==> src/rtl/ssp_pkg.sv <==
package ssp_pkg;

  typedef enum logic [1:0] {
    PM_OFF      = 2'd0,
    PM_DUPLEX   = 2'd1,
    PM_TWO_WIRE = 2'd2
  } port_mode_e;

  // Mode pins plus the control bit map to one of three behaviours.
  function automatic port_mode_e decode_mode(input logic [1:0] sel,
                                             input logic two_wire);
    port_mode_e m;
    if (sel == 2'b00) m = two_wire ? PM_TWO_WIRE : PM_DUPLEX;
    else if (sel == 2'b01) m = PM_DUPLEX;
    else m = PM_OFF;
    return m;
  endfunction

endpackage

==> src/rtl/ssp_pin_sync.sv <==
module ssp_pin_sync #(
  parameter int N = 3,
  parameter int STAGES = 2,
  parameter logic [N-1:0] RESET_VAL = '0
) (
  input  logic         clk,
  input  logic         rst_n,
  input  logic [N-1:0] raw_i,
  output logic [N-1:0] synced_o,
  output logic [N-1:0] prev_o
);
  logic [N-1:0] stage_q [STAGES];
  logic [N-1:0] prev_q;

  genvar g;
  generate
    for (g = 0; g < STAGES; g++) begin : g_stage
      if (g == 0) begin : g_first
        always_ff @(posedge clk or negedge rst_n) begin
          if (!rst_n) stage_q[g] <= RESET_VAL;
          else        stage_q[g] <= raw_i;
        end
      end else begin : g_rest
        always_ff @(posedge clk or negedge rst_n) begin
          if (!rst_n) stage_q[g] <= RESET_VAL;
          else        stage_q[g] <= stage_q[g-1];
        end
      end
    end
  endgenerate

  // One more register gives the previous value for edge detection.
  always_ff @(posedge clk or negedge rst_n) begin
    if (!rst_n) prev_q <= RESET_VAL;
    else        prev_q <= stage_q[STAGES-1];
  end

  assign synced_o = stage_q[STAGES-1];
  assign prev_o   = prev_q;
endmodule

==> src/rtl/ssp_tx_shifter.sv <==
module ssp_tx_shifter #(
  parameter int W = 16
) (
  input  logic         clk,
  input  logic         rst_n,
  input  logic         clear_i,
  input  logic         load_i,
  input  logic         launch_i,
  input  logic [W-1:0] load_word_i,
  output logic         bit_o
);
  logic [W-1:0] sh_q;
  logic         bit_q;

  always_ff @(posedge clk or negedge rst_n) begin
    if (!rst_n) begin
      sh_q  <= '0;
      bit_q <= 1'b0;
    end else if (clear_i) begin
      sh_q  <= '0;
      bit_q <= 1'b0;
    end else if (load_i) begin
      if (launch_i) begin
        // The MSB goes out in the same cycle the word is loaded.
        {bit_q, sh_q} <= {load_word_i, 1'b0};
      end else begin
        sh_q  <= load_word_i;
        bit_q <= 1'b0;
      end
    end else if (launch_i) begin
      {bit_q, sh_q} <= {sh_q, 1'b0};
    end
  end

  assign bit_o = bit_q;
endmodule

==> src/rtl/ssp_rx_shifter.sv <==
module ssp_rx_shifter #(
  parameter int W = 16
) (
  input  logic         clk,
  input  logic         rst_n,
  input  logic         clear_i,
  input  logic         capture_i,
  input  logic         bit_i,
  output logic [W-1:0] word_o,
  output logic         done_o
);
  localparam int CW = $clog2(W + 1);
  localparam logic [CW-1:0] LAST = CW'(W - 1);
  localparam logic [CW-1:0] FULL = CW'(W);

  logic [W-1:0]  sh_q;
  logic [CW-1:0] cnt_q;
  logic          done_q;

  always_ff @(posedge clk or negedge rst_n) begin
    if (!rst_n) begin
      sh_q   <= '0;
      cnt_q  <= '0;
      done_q <= 1'b0;
    end else if (clear_i) begin
      sh_q   <= '0;
      cnt_q  <= '0;
      done_q <= 1'b0;
    end else begin
      done_q <= 1'b0;
      if (capture_i && cnt_q != FULL) begin
        sh_q  <= {sh_q[W-2:0], bit_i};
        cnt_q <= cnt_q + 1'b1;
        if (cnt_q == LAST) done_q <= 1'b1;
      end
    end
  end

  assign word_o = sh_q;
  assign done_o = done_q;
endmodule

==> src/rtl/ssp_rx_hold.sv <==
module ssp_rx_hold #(
  parameter int W = 16
) (
  input  logic         clk,
  input  logic         rst_n,
  input  logic         push_i,
  input  logic [W-1:0] push_word_i,
  output logic         valid_o,
  output logic [W-1:0] data_o,
  input  logic         ready_i
);
  logic         valid_q;
  logic [W-1:0] data_q;

  always_ff @(posedge clk or negedge rst_n) begin
    if (!rst_n) begin
      valid_q <= 1'b0;
      data_q  <= '0;
    end else if (push_i && (!valid_q || ready_i)) begin
      valid_q <= 1'b1;
      data_q  <= push_word_i;
    end else if (ready_i) begin
      valid_q <= 1'b0;
    end
  end

  assign valid_o = valid_q;
  assign data_o  = data_q;
endmodule

==> src/rtl/ssp_slave_port.sv <==
module ssp_slave_port
  import ssp_pkg::*;
#(
  parameter int WORD_W = 16,
  parameter int SYNC_STAGES = 2
) (
  input  logic              clk,
  input  logic              rst_n,
  input  logic              pol_i,
  input  logic [1:0]        mode_sel_i,
  input  logic              two_wire_en_i,
  input  logic              sclk_i,
  input  logic              sync_n_i,
  input  logic              din_i,
  output logic              dout_o,
  output logic              dout_oe_o,
  output logic              dio_o,
  output logic              dio_oe_o,
  input  logic [WORD_W-1:0] tx_data_i,
  input  logic              tx_valid_i,
  output logic              tx_ready_o,
  output logic [WORD_W-1:0] rx_data_o,
  output logic              rx_valid_o,
  input  logic              rx_ready_i
);
  // Pin order inside the synchronizer vector: {din, sync_n, sclk}.
  localparam int PIN_N = 3;
  localparam logic [PIN_N-1:0] PIN_RST = 3'b010;

  logic [PIN_N-1:0] pins_s, pins_p;
  logic s_sclk, p_sclk, s_sync_n, p_sync_n, s_din;

  ssp_pin_sync #(.N(PIN_N), .STAGES(SYNC_STAGES), .RESET_VAL(PIN_RST)) u_sync (
    .clk      (clk),
    .rst_n    (rst_n),
    .raw_i    ({din_i, sync_n_i, sclk_i}),
    .synced_o (pins_s),
    .prev_o   (pins_p)
  );

  assign s_sclk   = pins_s[0];
  assign p_sclk   = pins_p[0];
  assign s_sync_n = pins_s[1];
  assign p_sync_n = pins_p[1];
  assign s_din    = pins_s[2];

  logic sync_fall, sclk_rise, sclk_fall;
  assign sync_fall = p_sync_n & ~s_sync_n;
  assign sclk_rise = ~p_sclk & s_sclk;
  assign sclk_fall = p_sclk & ~s_sclk;

  port_mode_e mode_now, mode_q;
  logic frame_act_q, pol_q, read_q;
  logic start, early;

  assign mode_now = decode_mode(mode_sel_i, two_wire_en_i);
  assign start    = sync_fall & (mode_now != PM_OFF);
  // Early MSB: the clock rests on the level that comes before a capture edge.
  assign early    = start & (pol_i ? ~s_sclk : s_sclk);
  assign tx_ready_o = start & tx_valid_i;

  always_ff @(posedge clk or negedge rst_n) begin
    if (!rst_n) begin
      frame_act_q <= 1'b0;
      mode_q      <= PM_OFF;
      pol_q       <= 1'b0;
      read_q      <= 1'b0;
    end else if (s_sync_n) begin
      frame_act_q <= 1'b0;
      mode_q      <= PM_OFF;
      read_q      <= 1'b0;
    end else if (start) begin
      frame_act_q <= 1'b1;
      mode_q      <= mode_now;
      pol_q       <= pol_i;
      read_q      <= (mode_now == PM_TWO_WIRE) & tx_valid_i;
    end
  end

  logic launch_edge, capture_edge, rx_en, tx_bit;
  assign launch_edge  = frame_act_q & (pol_q ? sclk_fall : sclk_rise);
  assign capture_edge = frame_act_q & (pol_q ? sclk_rise : sclk_fall);
  assign rx_en = capture_edge &
                 ((mode_q == PM_DUPLEX) | ((mode_q == PM_TWO_WIRE) & ~read_q));

  ssp_tx_shifter #(.W(WORD_W)) u_tx (
    .clk         (clk),
    .rst_n       (rst_n),
    .clear_i     (s_sync_n),
    .load_i      (start),
    .launch_i    (start ? early : launch_edge),
    .load_word_i (tx_valid_i ? tx_data_i : '0),
    .bit_o       (tx_bit)
  );

  logic [WORD_W-1:0] rx_word;
  logic              rx_done;

  ssp_rx_shifter #(.W(WORD_W)) u_rx (
    .clk       (clk),
    .rst_n     (rst_n),
    .clear_i   (s_sync_n),
    .capture_i (rx_en),
    .bit_i     (s_din),
    .word_o    (rx_word),
    .done_o    (rx_done)
  );

  ssp_rx_hold #(.W(WORD_W)) u_hold (
    .clk         (clk),
    .rst_n       (rst_n),
    .push_i      (rx_done),
    .push_word_i (rx_word),
    .valid_o     (rx_valid_o),
    .data_o      (rx_data_o),
    .ready_i     (rx_ready_i)
  );

  assign dout_o    = tx_bit;
  assign dio_o     = tx_bit;
  assign dout_oe_o = frame_act_q & (mode_q == PM_DUPLEX);
  assign dio_oe_o  = frame_act_q & (mode_q == PM_TWO_WIRE) & read_q;
endmodule

==> config.mk <==
export PLATFORM = sky130hd
export DESIGN_NAME = ssp_slave_port
export DESIGN_NICKNAME = d
export VERILOG_FILES = /design/src/rtl/ssp_pkg.sv /design/src/rtl/ssp_pin_sync.sv /design/src/rtl/ssp_tx_shifter.sv /design/src/rtl/ssp_rx_shifter.sv /design/src/rtl/ssp_rx_hold.sv /design/src/rtl/ssp_slave_port.sv
export SDC_FILE = /design/constraint.sdc
export NUM_CORES = 1
export LEC_CHECK = 0
export BUFFER_PORTS_ARGS = -buffer_cell sky130_fd_sc_hd__buf_2
export CAP_MARGIN = 10
export CORE_MARGIN = 3
export CORE_UTILIZATION = 50
export CTS_CLUSTER_SIZE = 24
export DETAILED_ROUTE_END_ITERATION = 10
export PLACE_DENSITY = 0.72
export RECOVER_POWER = 100
export SETUP_SLACK_MARGIN = 0.02
export SLEW_MARGIN = 0
export SYNTH_ARGS = -nofsm -noshare
export SYNTH_HDL_FRONTEND = slang
export SYNTH_SLANG_ARGS = --single-unit
export TNS_END_PERCENT = 5
==> constraint.sdc <==
create_clock -name clk -period 2.6 [get_ports clk]
set_clock_uncertainty 0.2 [all_clocks]
set_input_delay 0 -clock clk [delete_from_list [all_inputs] [get_ports clk]]
set_output_delay 0 -clock clk [all_outputs]
set_load 0.05 [all_outputs]
# Word-level counts from Yosys, hierarchy flattened
# Cells that the tools add are included.
# W data, S select, Z words.
# word_totals
out_inout_bits,22
word_cells,82
reg_bits,69
# classes
bitwise,19
n_addsub,1
reduce_logical,11
n_mux,31
n_eq_ne,6
# op_table
cell,n
$mux W16,7
$mux W1,18
$and A1 B1 Y1,14
$mux W5,2
$mux W2,4
$reduce_bool A2 Y1,4
$add A5 B1 Y5 const B,1
$eq A5 B4 Y1 const B,1
$ne A5 B5 Y1 const B,1
$eq A2 B1 Y1 const B,2
$eq A2 B2 Y1 const B,2
$not A1 Y1,4
$reduce_bool A3 Y1,1
$logic_and A1 B1 Y1,2
$logic_not A2 Y1,1
$reduce_and A2 Y1,1
$logic_not A1 Y1,1
$logic_or A1 B1 Y1,1
$or A1 B1 Y1,1

# Depth between registers and ports, before layout
# Gate-level depths: netlist of run 1.
# depth
ltp_word,10
depth_mapped,7

# Hierarchy
# A second synthesis of run 1 with hierarchy kept.
# hier_totals
cells_unflattened,242
hier_area_um2,3124.2
# by_module_without_submodules
module,area_each_um2,n_inst,seq_area_each_um2,cells_each
ssp_rx_shifter,985.9,1,550.5,84
ssp_tx_shifter,765.7,1,425.4,59
ssp_rx_hold,695.7,1,425.4,37
ssp_slave_port,425.4,1,125.1,50
ssp_pin_sync,251.5,1,229.0,12

# Least setup slack after synthesis of run 1
# OpenSTA, ideal clock, no wires.
# synth_path
path_kind,reg-to-reg
startpoint,reg u_hold.valid_q (netlist: u_hold.valid_o)
endpoint,reg u_hold.data_q[10] (netlist: u_hold.data_o[10])
stages_incl_launch_ff,5
period_less_slack_ns,1.842
arrival_ns,1.517
n_path_buf,1
slack_ns,0.758
path_cell_list,dfrtp_1 -> nand2b_1 -> nand2_1 -> buf_2 -> mux2_2
# synth_between
elab_chain_len,3
# synth_lines
item,line_no,source
"start, declared",ssp_rx_hold.sv:12,logic valid_q;
"start signal, assigned",ssp_rx_hold.sv:17,valid_q <= 1'b0;
"start signal, assigned",ssp_rx_hold.sv:20,valid_q <= 1'b1;
"start signal, assigned",ssp_rx_hold.sv:23,valid_q <= 1'b0;
$logic_not A1 Y1,ssp_rx_hold.sv:19,end else if (push_i && (!valid_q || ready_i)) begin
$logic_or A1 B1 Y1,ssp_rx_hold.sv:19,
$logic_and A1 B1 Y1,ssp_rx_hold.sv:19,
"end signal, assigned",ssp_rx_hold.sv:21,data_q <= push_word_i;
"end, declared",ssp_rx_hold.sv:13,logic [W-1:0] data_q;
# Every way passes these cells.
# A chain may end at the register's enable or synchronous reset.

# Worst setup path after layout of run 1
# layout_path
startpoint,"reg u_sync.stage_q, in the netlist u_sync.synced_o[0]"
endpoint,reg u_tx.sh_q[15]
# layout_between
elab_chain_len,8
word_cells_on_any_way,12
cone_classes,mux (6); bitwise (5); reduce/logical (1)
# layout_lines
item,line_no,source
"start, declared",ssp_pin_sync.sv:12,logic [N-1:0] stage_q [STAGES];
"start signal, assigned by index",ssp_pin_sync.sv:26,else stage_q[g] <= stage_q[g-1];
$not A1 Y1,"ssp_slave_port.sv:50, ssp_slave_port.sv:59",
$and A1 B1 Y1,ssp_slave_port.sv:50,assign sclk_fall = p_sclk & ~s_sclk;
$mux W1,ssp_slave_port.sv:81,assign launch_edge = frame_act_q & (pol_q ? sclk_fall : sclk_rise);
$and A1 B1 Y1,ssp_slave_port.sv:81,
$mux W1 *,ssp_slave_port.sv:91,".launch_i (start ? early : launch_edge),"
$mux W16,ssp_tx_shifter.sv:23,if (launch_i) begin
$mux W16,ssp_tx_shifter.sv:22,end else if (load_i) begin
$mux W16,ssp_tx_shifter.sv:19,end else if (clear_i) begin
"end signal, assigned",ssp_tx_shifter.sv:25,"{bit_q, sh_q} <= {load_word_i, 1'b0};"
"end signal, assigned",ssp_tx_shifter.sv:27,sh_q <= load_word_i;
"end signal, assigned",ssp_tx_shifter.sv:31,"{bit_q, sh_q} <= {sh_q, 1'b0};"
"end, declared",ssp_tx_shifter.sv:12,logic [W-1:0] sh_q;
# Mark *: on every way between the ends. The rest lies on a longest branch, timed or not.

==> results of run 1 <==
[final cells by class]
type	instances	area, um^2	area share
Timing Repair Buffer	85	563	0.145
Clock inverter	3	42.5	0.0109
Inverter	6	22.5	0.00578
Tap cell	75	93.8	0.0241
Multi-Input combinational cell	154	1270	0.327
Clock buffer	13	169	0.0434
Sequential cell	69	1730	0.444
[what timing repair did]
item                                   in CTS  in global routing
endpoints found under the hold margin      95                  0
gates resized for setup                     0                  0
hold buffers                               33                  0
[logic make-up (layout without fill, tap and decap cells)]
family	after synthesis	in the layout	share of synthesized area
AOI/OAI and AO/OA	27	27	0.0576
xor gates and xnor gates	1	1	0.00524
adders and majority gates	3	3	0.0121
buffers and inverters	19	107	0.0318
DFF	69	69	0.557
muxes	67	67	0.224
and+or+nand+nor	56	56	0.112
[synth_stat cells, types with 2 or more instances]
library cell,n,area (um^2)
dfrtp_1,66,1650
mux2i_1,48,480
nand2b_1,23,144
mux2_2,18,203
o22ai_1,15,93.8
nor2_1,10,37.5
clkbuf_1,7,26.3
inv_1,6,22.5
nor3b_1,4,30.0
a21oi_1,3,15.0
and3b_1,3,26.3
buf_4,3,22.5
dfstp_2,3,78.8
ha_1,3,37.5
nor2b_1,3,18.8
buf_6,2,22.5
nand2_1,2,7.51
nand4_1,2,12.5
nor3_1,2,10.0
o21ai_0,2,10.0
[worst max-delay path by stage]
| stage | slack, ns | to | from | depth (start not counted) |
|---|---|---|---|---|
| final | 0.22 | u_tx.sh_q[15]$_DFFE_PN0P_ | u_sync.synced_o[0]$_DFF_PN0_ | 5 |
| after global routing | 0.06 | tx_ready_o | u_sync.prev_o[1]$_DFF_PN1_ | 4 |
| after CTS | 0.33 | tx_ready_o | u_sync.prev_o[1]$_DFF_PN1_ | 4 |
| after detailed placement | 0.59 | u_rx.cnt_q[0]$_DFFE_PN0P_ | u_sync.synced_o[0]$_DFF_PN0_ | 4 |
| after global placement | 0.65 | u_rx.cnt_q[0]$_DFFE_PN0P_ | u_sync.synced_o[0]$_DFF_PN0_ | 4 |
| after floorplan | 0.76 | u_hold.data_o[10]$_DFFE_PN0P_ | u_hold.valid_o$_DFFE_PN0P_ | 4 |
[layout by cell type (no fill, tap or decap), types with 2 or more instances in the layout]
master	count
o21ai_0	3
a21oi_1	3
nand2_1	2
nor3b_1	4
and3b_1	3
ha_1	3
nor3_1	2
nor2_1	10
mux2_2	18
clkbuf_1	23
nand2b_1	23
clkbuf_8	12
mux2i_1	48
nor2b_1	3
dfrtp_1	66
nand4_1	2
clkbuf_2	4
dfstp_2	2
inv_1	6
o22ai_1	15
buf_2	26
dlygate4sd3_1	33
[sequential cells by signal, indices dropped and copies added (netlist names)]
name,count
u_hold.data_o,16
u_rx.word_o,16
u_tx.sh_q,16
u_rx.cnt_q,5
u_sync.stage_q,3
u_sync.synced_o,3
mode_q,2
u_sync.prev_o,2
frame_act_q,1
pol_q,1
read_q,1
u_hold.valid_o,1
u_rx.done_o,1
u_tx.bit_o,1
[through the flow]
stage,power (mW),cells
2_1_floorplan,1.24,242
3_3_place_gp,1.31,356
3_5_place_dp,1.31,356
4_1_cts,2.25,405
5_1_grt,2.33,405
6_report,2.21,405
[report_power, final]
group | leakage, nW | switching [mW] | internal [mW] | total, mW
logic | 0.889 | 0.109 | 0.106 | 0.215
clock network | 0.106 | 0.362 | 0.520 | 0.882
registers | 0.934 | 0.0177 | 1.10 | 1.11
total | 1.93 | 0.489 | 1.72 | 2.21
[layer usage]
layer,wire length [um],GRT usage,up-vias,part of all wire
li1,-,-,1028,-
met1,2670,0.230,1036,0.45
met2,2940,0.307,49,0.49
met3,296,0.0589,8,0.050
met4,74,0.0561,0,0.012
met5,0,0,-,0
[worst reg2reg max path: cells and delay by family, from the launching register on]
| family | cells | cell delay [ns] |
|---|---|---|
| buffers and inverters | 2 | 1.05 |
| flip-flops | 1 | 0.46 |
| multiplexers | 1 | 0.28 |
| XOR/XNOR | 1 | 0.17 |
| AO/OA/AOI/OAI | 1 | 0.08 |
==> reports/metrics.cfg, run 1 <==
[critical_path]
cp_cell_sequence = xnor2_2 -> clkbuf_2 -> mux2i_1 -> dlygate4sd3_1 -> o22ai_1
start_kind = flip-flop
slowest_delay_ns = 0.59
crit_path_end_kind = flip-flop
rr_worst_depth = 5
critical_path.top_delay_family = buffers and inverters
reg2reg_slack_ns = 0.22
crit_fanout = 17
critical_path_required_ns = 2.58
crit_buf_inv = 2
r2r_end = u_tx.sh_q[15]$_DFFE_PN0P_
r2r_start = u_sync.synced_o[0]$_DFF_PN0_
slowest_stage = dlygate4sd3_1
path_class = flip-flop to flip-flop
arrival_ns = 2.36

[outcome]
violations = capacitance limit, slew limit
status = finished with violations

[min_path]
hold-path-endpoint = u_sync.stage_q[4]$_DFF_PN1_
whs_path_depth = 2
hold_path.class = input pin to flip-flop
min_from = sync_n_i

[sta]
max_slew_margin = -0.0774
clock.fmax_ghz = 0.420
finalCriticalPeriod_ns = 2.38
setup_viol = 0
worst_pin_slew_ns = 1.62
period_share = 0.916
holdWs_ns = 0.100
slew_viol_final = 70
setup_ws_ns = 0.217
fin_setup_tns_ns = 0
hold_viol = 0
rsz0062_at_grt = no

[floorplanning]
die_y_um = 84.8
die-area_um2 = 7190
core_area_um2 = 5960
start_util = 0.521
rows = 28
io_pins = 49
fp.dieW_um = 84.8

[pwr]
p_per_area_nw_per_um2 = 568
ir_drop_uv = 433
p_leak_nw = 1.93

[placed_design]
dp_hpwl_mm = 3.66
dpl_worst_slack_ns = 0.592
gp_congestion = 0.794
placed_area_um2 = 3410
numPortBuffers = 48

[logic_synthesis]
synth_cell_types = 37
synth_area_um2 = 3100
seq_area_frac_synth = 0.557
synthCells = 242
async_flop_share = 1.00
syn-num-nets = 272
ys.flop_type = dfrtp_1
synth_edf_count = 0
synth_seq_cells = 69
synth_warnings = 0
avgSynthCellArea_um2 = 12.8

[cells_and_area]
diodes = 0
utilization = 0.654
nets = 355
synthToLayoutAreaGrowth_pct = 25.5
stdcell_area_um2 = 3900
drive_gt1_frac = 0.209
nFillCells = 485

[cts]
h-tree-depth = 3
post_cts.repair.setup_buffers = 0
cts_root_buf = clkbuf_8
clock_latency_ns = 0.33
clock-sinks = 69
cts_tree = done
clk_pin_slew_ns = 0.07
cts_max_path_buffers = 2
numCtsBuffers = 9

[routing]
drc = 0
drt_iter0_drc = 81
wl_per_cell_um = 14.8
vias = 2121
routed_wl_mm = 5.98
vias_per_cell = 5.24
ant_nets = 0
first_pass_iters = 4

[global_routing]
overflow = 0
grt_max_degree = 70
antenna_found_initial = 0
grt_pass1_wl_mm = 10.6
track_usage = 0.184
grt_pass1_vias = 2306

[job]
max-cap-violations = 1

(Power assumes the default switching activity.)
==> inputs of run 2 (changes only) <==
--- a/config.mk
+++ b/config.mk
@@ -8,14 +8,12 @@
 export BUFFER_PORTS_ARGS = -buffer_cell sky130_fd_sc_hd__buf_2
 export CAP_MARGIN = 10
 export CORE_MARGIN = 3
-export CORE_UTILIZATION = 50
+export CORE_UTILIZATION = 30
 export CTS_CLUSTER_SIZE = 24
 export DETAILED_ROUTE_END_ITERATION = 10
-export PLACE_DENSITY = 0.72
 export RECOVER_POWER = 100
-export SETUP_SLACK_MARGIN = 0.02
+export SETUP_SLACK_MARGIN = 0.3
 export SLEW_MARGIN = 0
 export SYNTH_ARGS = -nofsm -noshare
 export SYNTH_HDL_FRONTEND = slang
 export SYNTH_SLANG_ARGS = --single-unit
-export TNS_END_PERCENT = 5
==> run 2 against run 1 <==
Net effect: clock-buffer cell count fell by 1; critical path type unchanged; register-to-register slack better by 0.22 ns; final area grew 3.7%; worst hold slack worse by 0.00052 ns; cell count increased by 15%; highest routed layer unchanged; routed wire length up 6.5%; largest cell class unchanged; global-route usage fell by 6.9 points; critical path depth stayed put; the run ends with capacitance limit left; combinational power grew 3%; first-iteration DRC count shrank 12%; maximum frequency increased by 10%.
==> reports/metrics.cfg, run 2 (synthesized netlist as in run 1, its figures left out) <==
[outcome]
status = finished with violations
violations = capacitance limit

[pwr]
p_leak_nw = 1.95  ; +1.1%
ir_drop_uv = 302  ; -30%
p_per_area_nw_per_um2 = 589  ; +3.8%

[job]
max-cap-violations = 1  ; unchanged

[global_routing]
grt_pass1_vias = 2179  ; -5.5%
overflow = 0  ; unchanged
grt_max_degree = 44  ; -37%
grt_pass1_wl_mm = 10.6  ; -0.32%
track_usage = 0.115  ; -0.0690
antenna_found_initial = 0  ; unchanged

[cells_and_area]
drive_gt1_frac = 0.204  ; -0.00550
fin_cells = 467  ; +15%
nFillCells = 964  ; +99%
diodes = 0  ; unchanged
multi_input_comb_area_um2 = 1270  ; -0.49%
synthToLayoutAreaGrowth_pct = 30.2
nets = 359  ; +1.1%
final_common_cell = dfrtp_1
register_area_um2 = 1730  ; unchanged
final_cell_mix = 66 x dfrtp_1, 48 x mux2i_1, 34 x dlygate4sd3_1, 26 x clkbuf_1, 24 x buf_2

[sta]
slew_viol_final = 0  ; -100%
worst_pin_slew_ns = 1.50  ; -0.118 ns
fin_setup_tns_ns = 0  ; unchanged
max_slew_margin = 0.00142  ; +0.0788
period_share = 0.832  ; -0.0849
rsz0062_at_grt = no
clock.fmax_ghz = 0.463  ; +10%
finalCriticalPeriod_ns = 2.16  ; -0.221 ns
setup_viol = 0  ; unchanged
hold_viol = 0  ; unchanged

[cts]
cts_resized = 0  ; unchanged
cts_root_buf = clkbuf_8
cts_max_path_buffers = 2  ; unchanged
numCtsBuffers = 9  ; unchanged
clock-sinks = 69  ; unchanged
cts_tree = done
h-tree-depth = 3  ; unchanged
clk_pin_slew_ns = 0.08  ; about the same
clock_latency_ns = 0.33  ; about the same

[floorplanning]
die-area_um2 = 11600  ; +61%
die_y_um = 108  ; +27%
start_util = 0.313  ; -0.208
io_pins = 49  ; unchanged
fp.dieW_um = 108  ; +27%
rows = 36  ; +29%
core_area_um2 = 9910  ; +66%

[critical_path]
start_kind = flip-flop
path_class = flip-flop to flip-flop
critical_path_required_ns = 2.58  ; about the same
slowest_stage = dlygate4sd3_1
critical_path.top_delay_family = buffers and inverters
cp_cell_sequence = xnor2_2 -> buf_4 -> mux2i_1 -> dlygate4sd3_1 -> o22ai_1
crit_fanout = 17  ; unchanged
arrival_ns = 2.14  ; -0.22 ns
crit_path_end_kind = flip-flop
slowest_delay_ns = 0.58  ; about the same
crit_buf_inv = 2  ; unchanged

[placed_design]
gp_congestion = 0.741  ; -6.8%
numPortBuffers = 48  ; unchanged
dp_hpwl_mm = 4.08  ; +12%
dp_cells = 414  ; +16%

[routing]
drc = 0  ; unchanged
wl_per_cell_um = 13.6  ; -7.7%
first_pass_iters = 4  ; unchanged
drt_iter0_drc = 71  ; -12%
ant_nets = 0  ; unchanged
vias = 2141  ; +0.94%
routed_wl_mm = 6.37  ; +6.5%
vias_per_cell = 4.58  ; -12%

[min_path]
hold_path.class = input pin to flip-flop

run 2: changes by cell type in the layout (fill, tap and decap cells not counted), sizes merged:
cell	change
buf	+4
bufinv	+2
clkbuf	-2
clkinvlp	-1
dlygate4sd3	+1
run 2: timing repair:
action                                  CTS  global route
buffers inserted                          0             3
hold buffers                             34             0
endpoints found under the setup margin    0             1
hold endpoints to repair                 92             0
run 2: worst paths after layout:
path | start | endpoint | slack, ns | cells past startpoint
max | u_sync.synced_o[0]$_DFF_PN0_ | u_tx.sh_q[12]$_DFFE_PN0P_ | 0.44 | 5
min | din_i | u_sync.stage_q[5]$_DFF_PN0_ | 0.1 | 2
max reg2reg | u_sync.synced_o[0]$_DFF_PN0_ | u_tx.sh_q[12]$_DFFE_PN0P_ | 0.44 | 5
min reg2reg | u_sync.stage_q[5]$_DFF_PN0_ | u_sync.synced_o[2]$_DFF_PN0_ | 0.15 | 0
max in group asynchronous | rst_n | u_sync.prev_o[1]$_DFF_PN1_ | 0.87 | 3
min in group asynchronous | rst_n | u_tx.sh_q[9]$_DFFE_PN0P_ | 0.36 | 2
run 2: layer usage:
layer  up-vias  GRT usage  wire length, um
met1      1042      0.157             3040
met5         -          0                0
met2        52      0.175             2910
li1       1041          -                -
met3         6     0.0342              354
met4         0     0.0379               58
run 2: final cells by class:
class	instances	share of cell area
Clock buffer	12	0.0359
Clock inverter	4	0.0235
Inverter	6	0.00557
Multi-Input combinational cell	154	0.314
Sequential cell	69	0.428
Tap cell	133	0.0412
Timing Repair Buffer	89	0.152
run 2: through the flow:
stage          setup slack [ns]  utilization  hold WS [ns]  cell area, um^2  power (mW)
4_1_cts                   0.300        0.410        0.0391             4060        2.42
2_1_floorplan             0.758            -        -0.496             3100        1.24
5_1_grt                   0.352        0.408         0.106             4040        2.48
3_3_place_gp              0.649        0.351        -0.146             3480        1.31
6_report                  0.438        0.408        0.0996             4040        2.38
3_5_place_dp              0.590        0.351        -0.139             3480        1.31
run 2: where the power goes:
group,total (mW),internal (mW),switching [mW]
sequential,1.11,1.10,0.0170
clock,1.05,0.663,0.383
combinational,0.222,0.111,0.110
total,2.38,1.87,0.510
